$ cat config.mk
export PLATFORM = sky130hd
export DESIGN_NAME = fan_drive_ctl
export DESIGN_NICKNAME = d
export VERILOG_FILES = /design/src/rtl/fan_drive_pkg.sv /design/src/rtl/fan_setting_reg.sv /design/src/rtl/fan_pwm_gen.sv /design/src/rtl/fan_drive_ctl.sv
export SDC_FILE = /design/constraint.sdc
export NUM_CORES = 1
export LEC_CHECK = 0
export CAP_MARGIN = 20
export CORE_MARGIN = 8
export CORE_UTILIZATION = 42
export DETAILED_ROUTE_END_ITERATION = 10
export DONT_BUFFER_PORTS = 1
export PLACE_DENSITY = 0.61
export SLEW_MARGIN = 20
export SYNTH_ARGS = -nofsm -noshare
export SYNTH_HDL_FRONTEND = slang
export SYNTH_SLANG_ARGS = --single-unit
$ cat constraint.sdc
create_clock -name clk -period 6.2 [get_ports clk]
set_input_delay 1.24 -clock clk [delete_from_list [all_inputs] [get_ports clk]]
set_output_delay 1.24 -clock clk [all_outputs]
set_load 0.01 [all_outputs]
$ cat src/rtl/fan_drive_pkg.sv
package fan_drive_pkg;
  localparam int SET_W = 8;
  typedef logic [SET_W-1:0] drive_t;
  typedef enum logic {
    FLD_SETTING = 1'b0,
    FLD_DIVIDE  = 1'b1
  } fan_field_e;
  localparam drive_t SET_RESET = 8'h00;
  localparam drive_t DIV_RESET = 8'h01;
endpackage

$ cat src/rtl/fan_setting_reg.sv
module fan_setting_reg
  import fan_drive_pkg::*;
(
  input  logic   clk,
  input  logic   rst,
  input  logic   wr_set,
  input  logic   wr_div,
  input  drive_t wr_data,
  input  logic   alg_en,
  input  drive_t alg_val,
  input  logic   lut_en,
  input  drive_t lut_val,
  output drive_t setting_o,
  output drive_t divide_o
);
  logic   auto_on;
  drive_t auto_val;
  drive_t set_q;
  drive_t div_q;

  // the speed controller has priority over the table when both own the channel
  always_comb begin
    auto_on  = alg_en | lut_en;
    auto_val = alg_en ? alg_val : lut_val;
  end

  always_ff @(posedge clk) begin
    if (rst) begin
      set_q <= SET_RESET;
      div_q <= DIV_RESET;
    end else begin
      if (auto_on)     set_q <= auto_val;
      else if (wr_set) set_q <= wr_data;
      if (wr_div)      div_q <= wr_data;
    end
  end

  assign setting_o = set_q;
  assign divide_o  = div_q;
endmodule

$ cat src/rtl/fan_pwm_gen.sv
module fan_pwm_gen
  import fan_drive_pkg::*;
(
  input  logic   clk,
  input  logic   rst,
  input  logic   drive_en,
  input  drive_t setting,
  input  drive_t divide,
  output logic   pwm_o,
  output drive_t duty_o,
  output logic   wrap_o
);
  localparam drive_t CNT_LAST = drive_t'((1 << SET_W) - 2);

  drive_t pre_q, cnt_q, duty_q;
  drive_t div_eff, cnt_nxt, duty_nxt;
  logic   tick, wrap;

  always_comb begin
    div_eff  = (divide == '0) ? drive_t'(1) : divide;
    tick     = (pre_q >= div_eff - drive_t'(1));
    wrap     = tick && (cnt_q == CNT_LAST);
    if (wrap)      cnt_nxt = '0;
    else if (tick) cnt_nxt = cnt_q + drive_t'(1);
    else           cnt_nxt = cnt_q;
    duty_nxt = wrap ? setting : duty_q;
  end

  always_ff @(posedge clk) begin
    if (rst) begin
      pre_q  <= '0;
      cnt_q  <= '0;
      duty_q <= SET_RESET;
      pwm_o  <= 1'b0;
    end else begin
      pre_q  <= tick ? '0 : pre_q + drive_t'(1);
      cnt_q  <= cnt_nxt;
      duty_q <= duty_nxt;
      pwm_o  <= drive_en && (cnt_nxt < duty_nxt);
    end
  end

  assign duty_o = duty_q;
  assign wrap_o = wrap;
endmodule

$ cat src/rtl/fan_drive_ctl.sv
module fan_drive_ctl
  import fan_drive_pkg::*;
#(
  parameter int NUM_CH  = 2,
  parameter int GPIO_CH = 1,
  localparam int SEL_W  = (NUM_CH > 1) ? $clog2(NUM_CH) : 1
) (
  input  logic                  clk,
  input  logic                  rst,
  input  logic                  host_wr_en,
  input  logic [SEL_W-1:0]      host_wr_sel,
  input  logic                  host_wr_reg,
  input  logic [SET_W-1:0]      host_wr_data,
  input  logic                  rd_en,
  input  logic [SEL_W-1:0]      rd_sel,
  input  logic                  rd_reg,
  output logic                  rd_valid,
  output logic [SET_W-1:0]      rd_data,
  input  logic [NUM_CH-1:0]     alg_en,
  input  logic [NUM_CH*SET_W-1:0] alg_setting,
  input  logic [NUM_CH-1:0]     lut_en,
  input  logic [NUM_CH*SET_W-1:0] lut_setting,
  input  logic                  aux_gpio_mode,
  output logic [NUM_CH-1:0]     pwm_out
);
  logic [NUM_CH*SET_W-1:0] set_flat, div_flat, duty_flat;
  logic [NUM_CH-1:0]       wrap_vec, gpio_vec;

  for (genvar c = 0; c < NUM_CH; c++) begin : g_ch
    logic hit;
    assign hit         = host_wr_en && (host_wr_sel == SEL_W'(c));
    assign gpio_vec[c] = (c == GPIO_CH) ? aux_gpio_mode : 1'b0;

    fan_setting_reg u_reg (
      .clk       (clk),
      .rst       (rst),
      .wr_set    (hit && (host_wr_reg == FLD_SETTING)),
      .wr_div    (hit && (host_wr_reg == FLD_DIVIDE)),
      .wr_data   (host_wr_data),
      .alg_en    (alg_en[c]),
      .alg_val   (alg_setting[c*SET_W +: SET_W]),
      .lut_en    (lut_en[c]),
      .lut_val   (lut_setting[c*SET_W +: SET_W]),
      .setting_o (set_flat[c*SET_W +: SET_W]),
      .divide_o  (div_flat[c*SET_W +: SET_W])
    );

    fan_pwm_gen u_pwm (
      .clk      (clk),
      .rst      (rst),
      .drive_en (!gpio_vec[c]),
      .setting  (set_flat[c*SET_W +: SET_W]),
      .divide   (div_flat[c*SET_W +: SET_W]),
      .pwm_o    (pwm_out[c]),
      .duty_o   (duty_flat[c*SET_W +: SET_W]),
      .wrap_o   (wrap_vec[c])
    );
  end

  drive_t rd_mux;
  always_comb begin
    rd_mux = '0;
    for (int c = 0; c < NUM_CH; c++) begin
      if (rd_sel == SEL_W'(c)) begin
        if (rd_reg == FLD_DIVIDE)  rd_mux = div_flat[c*SET_W +: SET_W];
        else if (gpio_vec[c])      rd_mux = '0;
        else                       rd_mux = set_flat[c*SET_W +: SET_W];
      end
    end
  end

  always_ff @(posedge clk) begin
    if (rst) begin
      rd_valid <= 1'b0;
      rd_data  <= '0;
    end else begin
      rd_valid <= rd_en;
      if (rd_en) rd_data <= rd_mux;
    end
  end
endmodule

==> key figures, run 1 <==
STA
  – Worst slew pin tran: 0.6117 ns
  – Fin crit share: 0.7794
  – Rel. slew slack: 0.5922
  – Fmax: 206.9 MHz
  – TNS Setup: 0 ns
  – Final Hold Vio Count: 0
  – Clock period minus worst slack: 4.832 ns
  – Unrepaired setup endpoints after global routing: no
  – Max Slew Vio Count: 0
  – Clk_skew: 0.01106 ns
  – Endpoints failing setup: 0

Detailed routing
  – M1 WL: 5.818 mm
  – DR pass1 iterations: 4
  – WL final: 13.09 mm
  – Initial DRC Count: 314
  – Met2 Routed Length: 6.131 mm
  – Vias per inst: 5.413
  – Antenna Nets Post-Route: 0
  – Wire per inst: 17.27 µm
  – Vias: 4,103
  – Top Layer Used: met4
  – DRC viols: 0
  – DR WL met3: 637 µm

Synth
  – Ys Warns: 0
  – Synth async-reset ratio: 0
  – #FFs+latches synth: 91
  – Sequential element share of the synthesized area: 0.3498
  – Average size of a mapped cell: 8.665 µm²
  – Area contributors post-synth: dfxtp_1 35%, mux2i_1 11%, ha_1 9.1%
  – Post-synth top area cell: dfxtp_1
  – Post-Syn Area: 0.005207 mm²
  – Post-synth EDFFs: 0
  – Yosys cell types: 53
  – Post-synth net total: 692
  – Most used DFF post-synth: dfxtp_1
  – Cells after Synth: 601
  – Post-synth top area share: 0.3498

Hold path
  – Hold Crit Start: g_ch[0].u_pwm.duty_o[0]
  – WHS Endpoint: g_ch[0].u_pwm.duty_o[0]
  – Worst Hold Depth: 2
  – Worst min-delay path class: flip-flop to flip-flop

Clocking
  – H-tree levels: 3
  – CTS root buf: clkbuf_16
  – Clock-pin slew on the worst setup and hold paths: 0.07 ns
  – Worst-Skew Late Latency: 0.35 ns
  – Clk buf depth: 2
  – CTS buffer count: 9
  – PostCTS Resize Cnt: 0
  – CTS sink count: 91
  – CTS tree: built
  – Hold buffers post-CTS: 0
  – Post-CTS setup buffer count: 0

Die
  – Core Region: 0.01206 mm²
  – Initial Utilization: 0.4317
  – Die area: 0.01622 mm²
  – Die Span Y: 127.4 µm
  – Die W: 127.4 µm
  – I/O pin cnt: 64
  – Std-Cell Rows: 40

Outcome
  – Outcome: completed

Cells and area
  – Post-layout util: 0.4628
  – Final antenna diode count: 0
  – Layout cells sized above 1: 0.07288
  – Fillers: 1,175
  – Final-stage net count: 676
  – Area growth syn-to-layout: 7.184%

Power
  – Worst VDD drop: 138.6 µV
  – Power per cell area: 248.8 mW/mm²
  – Lkg Pwr: 2.424 nW

Critical path
  – Worst setup SP type: flip-flop
  – Worst setup EP type: flip-flop
  – R2R cell count: 18
  – Worst reg2reg endpoint: g_ch[1].u_pwm.pwm_o
  – CP max FO: 8
  – Critical path type: flip-flop to flip-flop
  – CP max stage delay: 0.48 ns
  – Worst setup path start: g_ch[1].u_reg.divide_o[3]
  – Critical-path cell list: or3_1 -> nor4_1 -> a21oi_1 -> ha_1 -> nor3b_1 -> xnor2_1 -> ha_1 -> nand3_1 -> nand2_1 -> a311o_4 -> nand2_4 -> mux2i_1 -> ha_1 -> a21o_1 -> a21o_1 -> a2111oi_0 -> or3b_2 -> o21ai_1
  – Worst Path Required: 6.48 ns
  – Critical Path AT: 5.11 ns
  – CP most frequent cell: ha_1
  – Reg2reg start: g_ch[1].u_reg.divide_o[3]
  – Worst reg2reg setup slack: 1.37 ns
  – Worst-path cell with the longest stage delay: or3b_2
  – CP bufs+invs: 0
  – CP delay by family, top: simple AND/OR/NAND/NOR gates

Place
  – HPWL Detailed: 10.18 mm
  – PortBufs: 0
  – Final GP Congestion: 0.8088

Global route
  – Pin count of the biggest net entering global routing: 78
  – GRT Residual Overflow: 0
  – First-pass GRT wire length: 21.07 mm
  – Initial antenna violation count: 0
  – Vias in the first global route: 3,933
  – GR Util All Layers: 0.1648

Run
  – Max-capacitance violation count: 0
[synthesized netlist by cell type, types with 2 or more instances]
cell      count
nor2_2        7
o21ai_1       3
nor3b_1       2
a21oi_1      29
xnor2_1       6
a22o_1        2
mux4_2        8
nand2_4       2
xor2_1       16
a311o_1       2
or3_1         7
buf_4         2
a21o_1        6
a211oi_1      3
buf_1         4
and3_1       10
a31oi_1       3
nand2_1      84
nor2b_1      14
and2_1        5
o211ai_1      3
inv_1        14
buf_2         4
dfxtp_1      91
nor3_1        8
nand3_1      32
mux2i_1      56
nor2_1       63
nand4_1       8
ha_1         38
nor2b_4       2
clkbuf_1     16
nand3b_1      3
nor4_1        3
o21ai_0      22
nand2b_1      6
[power by group]
group          total [W]  internal, W  switching [W]
sequential      0.000654     0.000615      0.0000387
combinational   0.000208    0.0000923       0.000116
clock           0.000527     0.000286       0.000240
total            0.00139     0.000994       0.000395
[worst max-delay path by stage]
stage,to,slack [ns],cells after the start
after global routing,g_ch[1].u_pwm.pwm_o,0.94,18
after floorplan,g_ch[1].u_pwm.pwm_o,1.73,18
after CTS,g_ch[1].u_pwm.pwm_o,1.35,18
after global placement,g_ch[1].u_pwm.pwm_o,1.54,18
after detailed placement,g_ch[1].u_pwm.pwm_o,1.37,18
final,g_ch[1].u_pwm.pwm_o,1.37,18
[flip-flops by register name, summed over array words and instances (netlist names)]
name / cells
g_ch.u_pwm.pwm_o: 2
g_ch.u_reg.divide_o: 16
g_ch.u_pwm.pre_q: 16
rd_data: 8
rd_valid: 1
g_ch.u_pwm.duty_o: 16
g_ch.u_reg.setting_o: 16
g_ch.u_pwm.cnt_q: 16
[kinds of logic after synthesis]
logic type / after synthesis / share of synthesized area
buffers and inverters: 41 / 0.03340
adders and majority gates: 38 / 0.09130
xor gates and xnor gates: 22 / 0.03700
and+or+nand+nor: 262 / 0.2436
AOI/OAI and AO/OA: 83 / 0.1026
DFF: 91 / 0.3498
muxes: 64 / 0.1422
[cell type report]
class	instances	area (µm²)	share of cell area
Clock buffer	10	239.0	0.04282
Clock inverter	6	46.29	0.008294
Sequential cell	91	1822	0.3264
Multi-Input combinational cell	469	3212	0.5754
Tap cell	168	210.2	0.03766
Inverter	14	52.55	0.009415
[worst reg2reg max path: stages, from the launching register on]
cell       delay [ns]
dfxtp_1          0.36
or3_1            0.40
nor4_1           0.27
a21oi_1          0.18
ha_1             0.24
nor3b_1          0.16
xnor2_1          0.13
ha_1             0.30
nand3_1          0.13
nand2_1          0.10
a311o_4          0.44
nand2_4          0.15
mux2i_1          0.25
ha_1             0.28
a21o_1           0.16
a21o_1           0.17
a2111oi_0        0.45
or3b_2           0.48
o21ai_1          0.12
[metal layers]
metal,vias up,global-route usage
li1,2075,-
met1,1921,0.1990
met2,80,0.2646
met3,27,0.04201
met4,0,0.08817
met5,-,0
[cell usage in the layout, fill, tap and decap left out, drive strengths merged, types with 2 or more instances in the layout]
master	n
a31oi	3
nor3	9
nand4	8
or3	7
mux2i	56
nor2	70
o211ai	3
xor2	16
clkbuf	10
a21oi	29
nand2	86
nand2b	6
nand3	33
nor4	3
a22o	3
a21o	6
a211oi	3
mux4	8
dfxtp	91
xnor2	6
ha	38
nor2b	16
and2	5
clkinvlp	2
inv	17
nor3b	2
nand3b	3
and3	10
a311o	3
o21ai	25
[through the flow]
| step | setup WS, ns | hold slack (ns) | std cells | total power, W | area [µm²] |
|---|---|---|---|---|---|
| 2_1_floorplan | 1.725 | 0.4482 | 601 | 0.0008415 | 5207 |
| 3_3_place_gp | 1.539 | 0.4610 | 742 | 0.0008683 | 5296 |
| 3_5_place_dp | 1.372 | 0.4667 | 742 | 0.0008748 | 5296 |
| 4_1_cts | 1.347 | 0.4781 | 758 | 0.001404 | 5582 |
| 5_1_grt | 0.9403 | 0.5225 | 758 | 0.001460 | 5582 |
| 6_report | 1.368 | 0.4800 | 758 | 0.001389 | 5582 |
Note: power is estimated with default switching activity, not from simulation.
==> run 2, diff against run 1 <==
- PLACE_DENSITY: 0.61 -> 0.64
- clock period: 6.2 -> 4.3 ns (I/O delays scaled with it)
==> run 2 against run 1 <==
Cell count is 2.4% higher. Combinational power is 63% higher. Sequential cell count stayed put. Clock power is 47% higher. Total power is 48% higher. Hold slack worse by 0.0031 ns. Critical path depth is 2 lower. Register-to-register slack worse by 1.3 ns. Core utilization is 2.1 points higher. Critical endpoint unchanged. Largest cell class unchanged.
==> key figures, run 2 (synthesis results as in run 1) <==
Die
  – Die area: 0.01622 mm²
  – Core Region: 0.01206 mm²
  – Std-Cell Rows: 40
  – Die Span Y: 127.4 µm
  – Die W: 127.4 µm
  – Initial Utilization: 0.4317
  – I/O pin cnt: 64

Clocking
  – CTS root buf: clkbuf_16
  – CTS buffer count: 9
  – H-tree levels: 3
  – Hold buffers post-CTS: 0
  – Worst-Skew Late Latency: 0.35 ns
  – CTS tree: built
  – Clk buf depth: 2
  – Clock-pin slew on the worst setup and hold paths: 0.06 ns
  – CTS sink count: 91

STA
  – Final Hold Vio Count: 0
  – Max Slew Vio Count: 0
  – Endpoints failing setup: 0
  – Clk_skew: 0.006363 ns
  – TNS Setup: 0 ns
  – Rel. slew slack: 0.6276
  – Worst slew pin tran: 0.5587 ns
  – Clock period minus worst slack: 4.274 ns
  – Unrepaired setup endpoints after global routing: yes
  – Fin crit share: 0.9939
  – Fmax: 234.0 MHz

Cells and area
  – Most common cell after layout, fill and taps aside: dfxtp_1
  – Register area: 0.001822 mm²
  – Most frequent cells in the layout: 91 x dfxtp_1, 82 x nand2_1, 63 x nor2_1
  – Final-stage net count: 694
  – Layout cells sized above 1: 0.1234
  – Final std cells w/o fill: 776
  – Post-layout util: 0.4838
  – Final antenna diode count: 0
  – Fillers: 1,165
  – Area of the multi-input gates: 0.003324 mm²
  – Area growth syn-to-layout: 12.06%

Global route
  – GRT Residual Overflow: 0
  – Pin count of the biggest net entering global routing: 78
  – Vias in the first global route: 4,066
  – GR Util All Layers: 0.1677
  – First-pass GRT wire length: 21.35 mm
  – Initial antenna violation count: 0

Critical path
  – CP max FO: 6
  – Critical path type: flip-flop to flip-flop
  – Critical Path AT: 4.55 ns
  – Worst setup SP type: flip-flop
  – Worst setup EP type: flip-flop
  – R2R cell count: 16
  – Worst Path Required: 4.58 ns

Run
  – Max-capacitance violation count: 0

Power
  – Lkg Pwr: 2.528 nW
  – Power per cell area: 351.7 mW/mm²
  – Total power: 0.002052 W
  – Worst VDD drop: 201.6 µV

Outcome
  – Outcome: completed

Hold path
  – Worst min-delay path class: flip-flop to flip-flop
  – Worst Hold Depth: 2

Detailed routing
  – Initial DRC Count: 269
  – Vias: 4,181
  – Wire per inst: 17.45 µm
  – WL final: 13.54 mm
  – Vias per inst: 5.388
  – Antenna Nets Post-Route: 0
  – DRC viols: 0
  – DR pass1 iterations: 4

Place
  – Placed cell count: 757
  – Final GP Congestion: 0.8454
  – PortBufs: 0
  – HPWL Detailed: 10.36 mm
[run 2: cell count changes in the layout (fill, tap and decap cells not counted), sizes merged]
cell and delta:
buf +18, clkbuf +3, inv -3, clkinv +1
clkinvlp -1
[run 2: worst paths after layout]
check                                               start                       to  slack [ns]
worst max-delay path            g_ch[1].u_reg.divide_o[5]      g_ch[1].u_pwm.pwm_o        0.03
worst min-delay path              g_ch[0].u_pwm.duty_o[0]  g_ch[0].u_pwm.duty_o[0]        0.48
worst max register to register  g_ch[1].u_reg.divide_o[5]      g_ch[1].u_pwm.pwm_o        0.03
worst min register to register    g_ch[0].u_pwm.duty_o[0]  g_ch[0].u_pwm.duty_o[0]        0.48
[run 2: per-layer routing]
layer  up-vias  share of wire  track usage
met3        19          0.061      0.03702
met2        82           0.49       0.2821
met1      1970           0.43       0.2027
li1       2110              -            -
met5         -              0            0
met4         0          0.018      0.06998
[run 2: final cells by class]
class,instances,share of cell area
multi-input combinational,469,0.5697
sequential,91,0.3122
clock buffer,13,0.04631
tap,168,0.03602
timing repair buffer,18,0.02316
inverter,14,0.009005
clock inverter,3,0.003645
[run 2: what timing repair did]
action                                  in CTS  in global routing
setup buffers                                1                  2
pin swaps                                    1                 11
gates cloned                                 0                  0
endpoints found under the setup margin       1                  2
resized for setup                            4                 11
[run 2: power breakdown]
part	internal, W	leakage (nW)	switching, W
clock	0.000440	0.142	0.000333
sequential	0.000887	0.740	0.0000541
combinational	0.000161	1.65	0.000177
[run 2: stage by stage]
stage                     instance area, µm²  hold slack, ns  worst slack, ns
after detailed placement                5441          0.4625         -0.03499
after CTS                               5763          0.4721         0.005834
final                                   5836          0.4769          0.02629
after floorplan                         5240          0.4482          0.01703
after global placement                  5441          0.4613          0.07238
after global routing                    5836          0.5105          -0.1551
[run 2: critical path, cell delays in order (launching register included)]
cell and delay [ns]:
dfxtp_1 0.31, or3_4 0.40, nor4_4 0.18, a21oi_2 0.13, buf_4 0.15, ha_1 0.26, nand2b_4 0.13, a2111o_1 0.40
a311o_4 0.36, nand2_4 0.09, buf_4 0.17, mux2i_4 0.27, ha_4 0.23, a21o_1 0.20, a2111oi_4 0.37, or3b_4 0.43
o21ai_2 0.13
==> run 3, diff against run 2 <==
- CORE_ASPECT_RATIO: default -> 0.5
- CTS_CLUSTER_DIAMETER: default -> 100
- clock period: 4.3 -> 3.9 ns (I/O delays scaled with it)
==> run 3 against run 2 <==
The flow now finishes with violations (negative setup slack). Via count up 0.24%. Hold slack worse by 0.0052 ns. Critical path depth is 1 lower. Maximum frequency is essentially flat. Clock power rose by 7.8%. Wire length shrank 5.8%. Total power rose by 11%.
==> key figures, run 3 (synthesis results as in run 1) <==
Outcome
  – Outcome: finished, violations left
  – Violated checks: negative setup slack

Power
  – Clock power share: 0.366
  – P_sw: 0.0006532 W
  – Net Sw Frac: 0.2872
  – Seq pwr share: 0.454
  – Lkg Pwr: 2.660 nW
  – Power per cell area: 374.9 mW/mm²
  – Worst VDD drop: 177.1 µV
  – Internal power: 0.001621 W
  – Total power: 0.002275 W
  – Comb power frac: 0.180

Critical path
  – R2R cell count: 15
  – Reg2reg start: g_ch[1].u_reg.divide_o[5]
  – Worst setup EP type: flip-flop
  – Worst setup SP type: flip-flop
  – Critical Path AT: 4.55 ns
  – Worst reg2reg setup slack: -0.37 ns
  – Worst Path Required: 4.18 ns
  – Worst reg2reg endpoint: g_ch[1].u_pwm.pwm_o
  – Critical path type: flip-flop to flip-flop
  – CP max FO: 4

STA
  – Endpoints failing setup: 1
  – Final WS setup: -0.3714 ns
  – Unrepaired setup endpoints after global routing: yes
  – Clk_skew: 0.007796 ns
  – Rel. slew slack: 0.6076
  – Hold Worst Slack: 0.4717 ns
  – Fmax: 234.1 MHz
  – Fin crit share: 1.095
  – Worst slew pin tran: 0.5886 ns
  – Max Slew Vio Count: 0
  – TNS Setup: -0.3714 ns
  – Clock period minus worst slack: 4.271 ns
  – Final Hold Vio Count: 0

Detailed routing
  – WL final: 12.75 mm
  – Vias per inst: 5.239
  – DR pass1 iterations: 4
  – DRC viols: 0
  – Antenna Nets Post-Route: 0
  – Vias: 4,191
  – Wire per inst: 15.94 µm
  – Initial DRC Count: 304

Clocking
  – CTS root buf: clkbuf_16
  – CTS tree: built
  – Worst-Skew Late Latency: 0.34 ns
  – Hold buffers post-CTS: 0
  – Clock-pin slew on the worst setup and hold paths: 0.07 ns
  – CTS sink count: 91
  – Clk buf depth: 2
  – H-tree levels: 3
  – CTS buffer count: 9

Place
  – Placed cell count: 774
  – HPWL Detailed: 9.566 mm
  – Final GP Congestion: 0.8706
  – PortBufs: 0
  – Place WS: -0.4459 ns

Die
  – Core Region: 0.01195 mm²
  – Die W: 173.5 µm
  – Initial Utilization: 0.4359
  – Std-Cell Rows: 28
  – Die Span Y: 94.74 µm
  – I/O pin cnt: 64
  – Die area: 0.01643 mm²

Cells and area
  – Final antenna diode count: 0
  – Most frequent cells in the layout: 90 x dfxtp_1, 82 x nand2_1, 63 x nor2_1
  – Most common cell after layout, fill and taps aside: dfxtp_1
  – Final-stage net count: 721
  – Layout cells sized above 1: 0.1717
  – Final std cells w/o fill: 800
  – Area growth syn-to-layout: 16.51%
  – Fillers: 1,111

Hold path
  – Worst min-delay path class: flip-flop to flip-flop
  – WHS Endpoint: g_ch[0].u_pwm.duty_o[0]
  – Worst Hold Depth: 2
  – Hold Crit Start: g_ch[0].u_pwm.duty_o[0]

Global route
  – GR Util All Layers: 0.1581
  – Initial antenna violation count: 0
  – GRT Residual Overflow: 0
  – First-pass GRT wire length: 20.97 mm
  – Vias in the first global route: 4,086
  – Pin count of the biggest net entering global routing: 78

Run
  – Max-capacitance violation count: 0
==> run 3: changes by cell type in the layout (fill, tap and decap cells not counted), moves of 3 or more <==
cell	change
buf_4	+27
clkbuf_8	-3
inv_6	+3
a211oi_2	+3
a211oi_1	-3
==> run 3: layout make-up <==
cell class | count | area, µm² | area share
multi-input combinational | 469 | 3363 | 0.5543
sequential | 91 | 1823 | 0.3005
timing repair buffer | 45 | 337.8 | 0.05568
clock buffer | 9 | 225.2 | 0.03712
tap | 165 | 206.4 | 0.03403
clock inverter | 7 | 58.81 | 0.009693
inverter | 14 | 52.55 | 0.008662
==> run 3: power groups by stage <==
| stage | clock network [W] | logic [W] | registers [W] |
|---|---|---|---|
| CTS | 0.000855 | 0.000389 | 0.00103 |
| floorplan | 0 | 0.000309 | 0.00104 |
| global route | 0.000889 | 0.000464 | 0.00104 |
| global placement | 0 | 0.000373 | 0.00105 |
| finish | 0.000833 | 0.000409 | 0.00103 |
| detailed placement | 0 | 0.000381 | 0.00105 |
==> run 3: worst max path at each step <==
stage / from / end / slack [ns] / depth (start not counted)
CTS: g_ch[1].u_reg.divide_o[5] / g_ch[1].u_pwm.pwm_o / -0.23 / 18
global route: g_ch[1].u_reg.divide_o[5] / g_ch[1].u_pwm.pwm_o / -0.54 / 15
global placement: g_ch[1].u_reg.divide_o[5] / g_ch[1].u_pwm.pwm_o / -0.35 / 15
detailed placement: g_ch[1].u_reg.divide_o[5] / g_ch[1].u_pwm.pwm_o / -0.45 / 15
floorplan: g_ch[1].u_reg.divide_o[5] / g_ch[1].u_pwm.pwm_o / -0.38 / 15
finish: g_ch[1].u_reg.divide_o[5] / g_ch[1].u_pwm.pwm_o / -0.37 / 15
==> run 3: per-layer routing <==
layer,global-route usage,vias up,wire length (µm),part of all wire
li1,-,2171,-,-
met1,0.1837,1949,5748,0.45
met2,0.2886,54,6500,0.51
met3,0.03425,17,277,0.022
met4,0.05631,0,226,0.018
met5,0,-,0,0
==> run 3: worst max-delay path, cell delays in order, from the launching register on <==
cell and delay, ns:
dfxtp_2 0.32, or3_4 0.40, nor4_4 0.25, a21oi_2 0.10, ha_2 0.32, ha_1 0.21
a2111o_1 0.40, a311o_4 0.45, nand2_4 0.11, mux2i_4 0.26, ha_4 0.23, a21o_1 0.16
a21o_1 0.18, a2111oi_4 0.29, or3b_4 0.41, o21ai_1 0.11
==> run 3: metrics by stage <==
| stage | util | cell area [µm²] |
|---|---|---|
| after floorplan | - | 5241 |
| after global placement | 0.4678 | 5589 |
| after detailed placement | 0.4678 | 5589 |
| after CTS | 0.5004 | 5978 |
| after global routing | 0.5079 | 6067 |
| final | 0.5079 | 6067 |
==> run 3: timing repair <==
item / 4_1_cts / 5_1_grt
cloned: 0 / 0
setup endpoints to repair: 2 / 2
setup buffers: 7 / 3
pin swaps: 11 / 9
resized for setup: 8 / 13
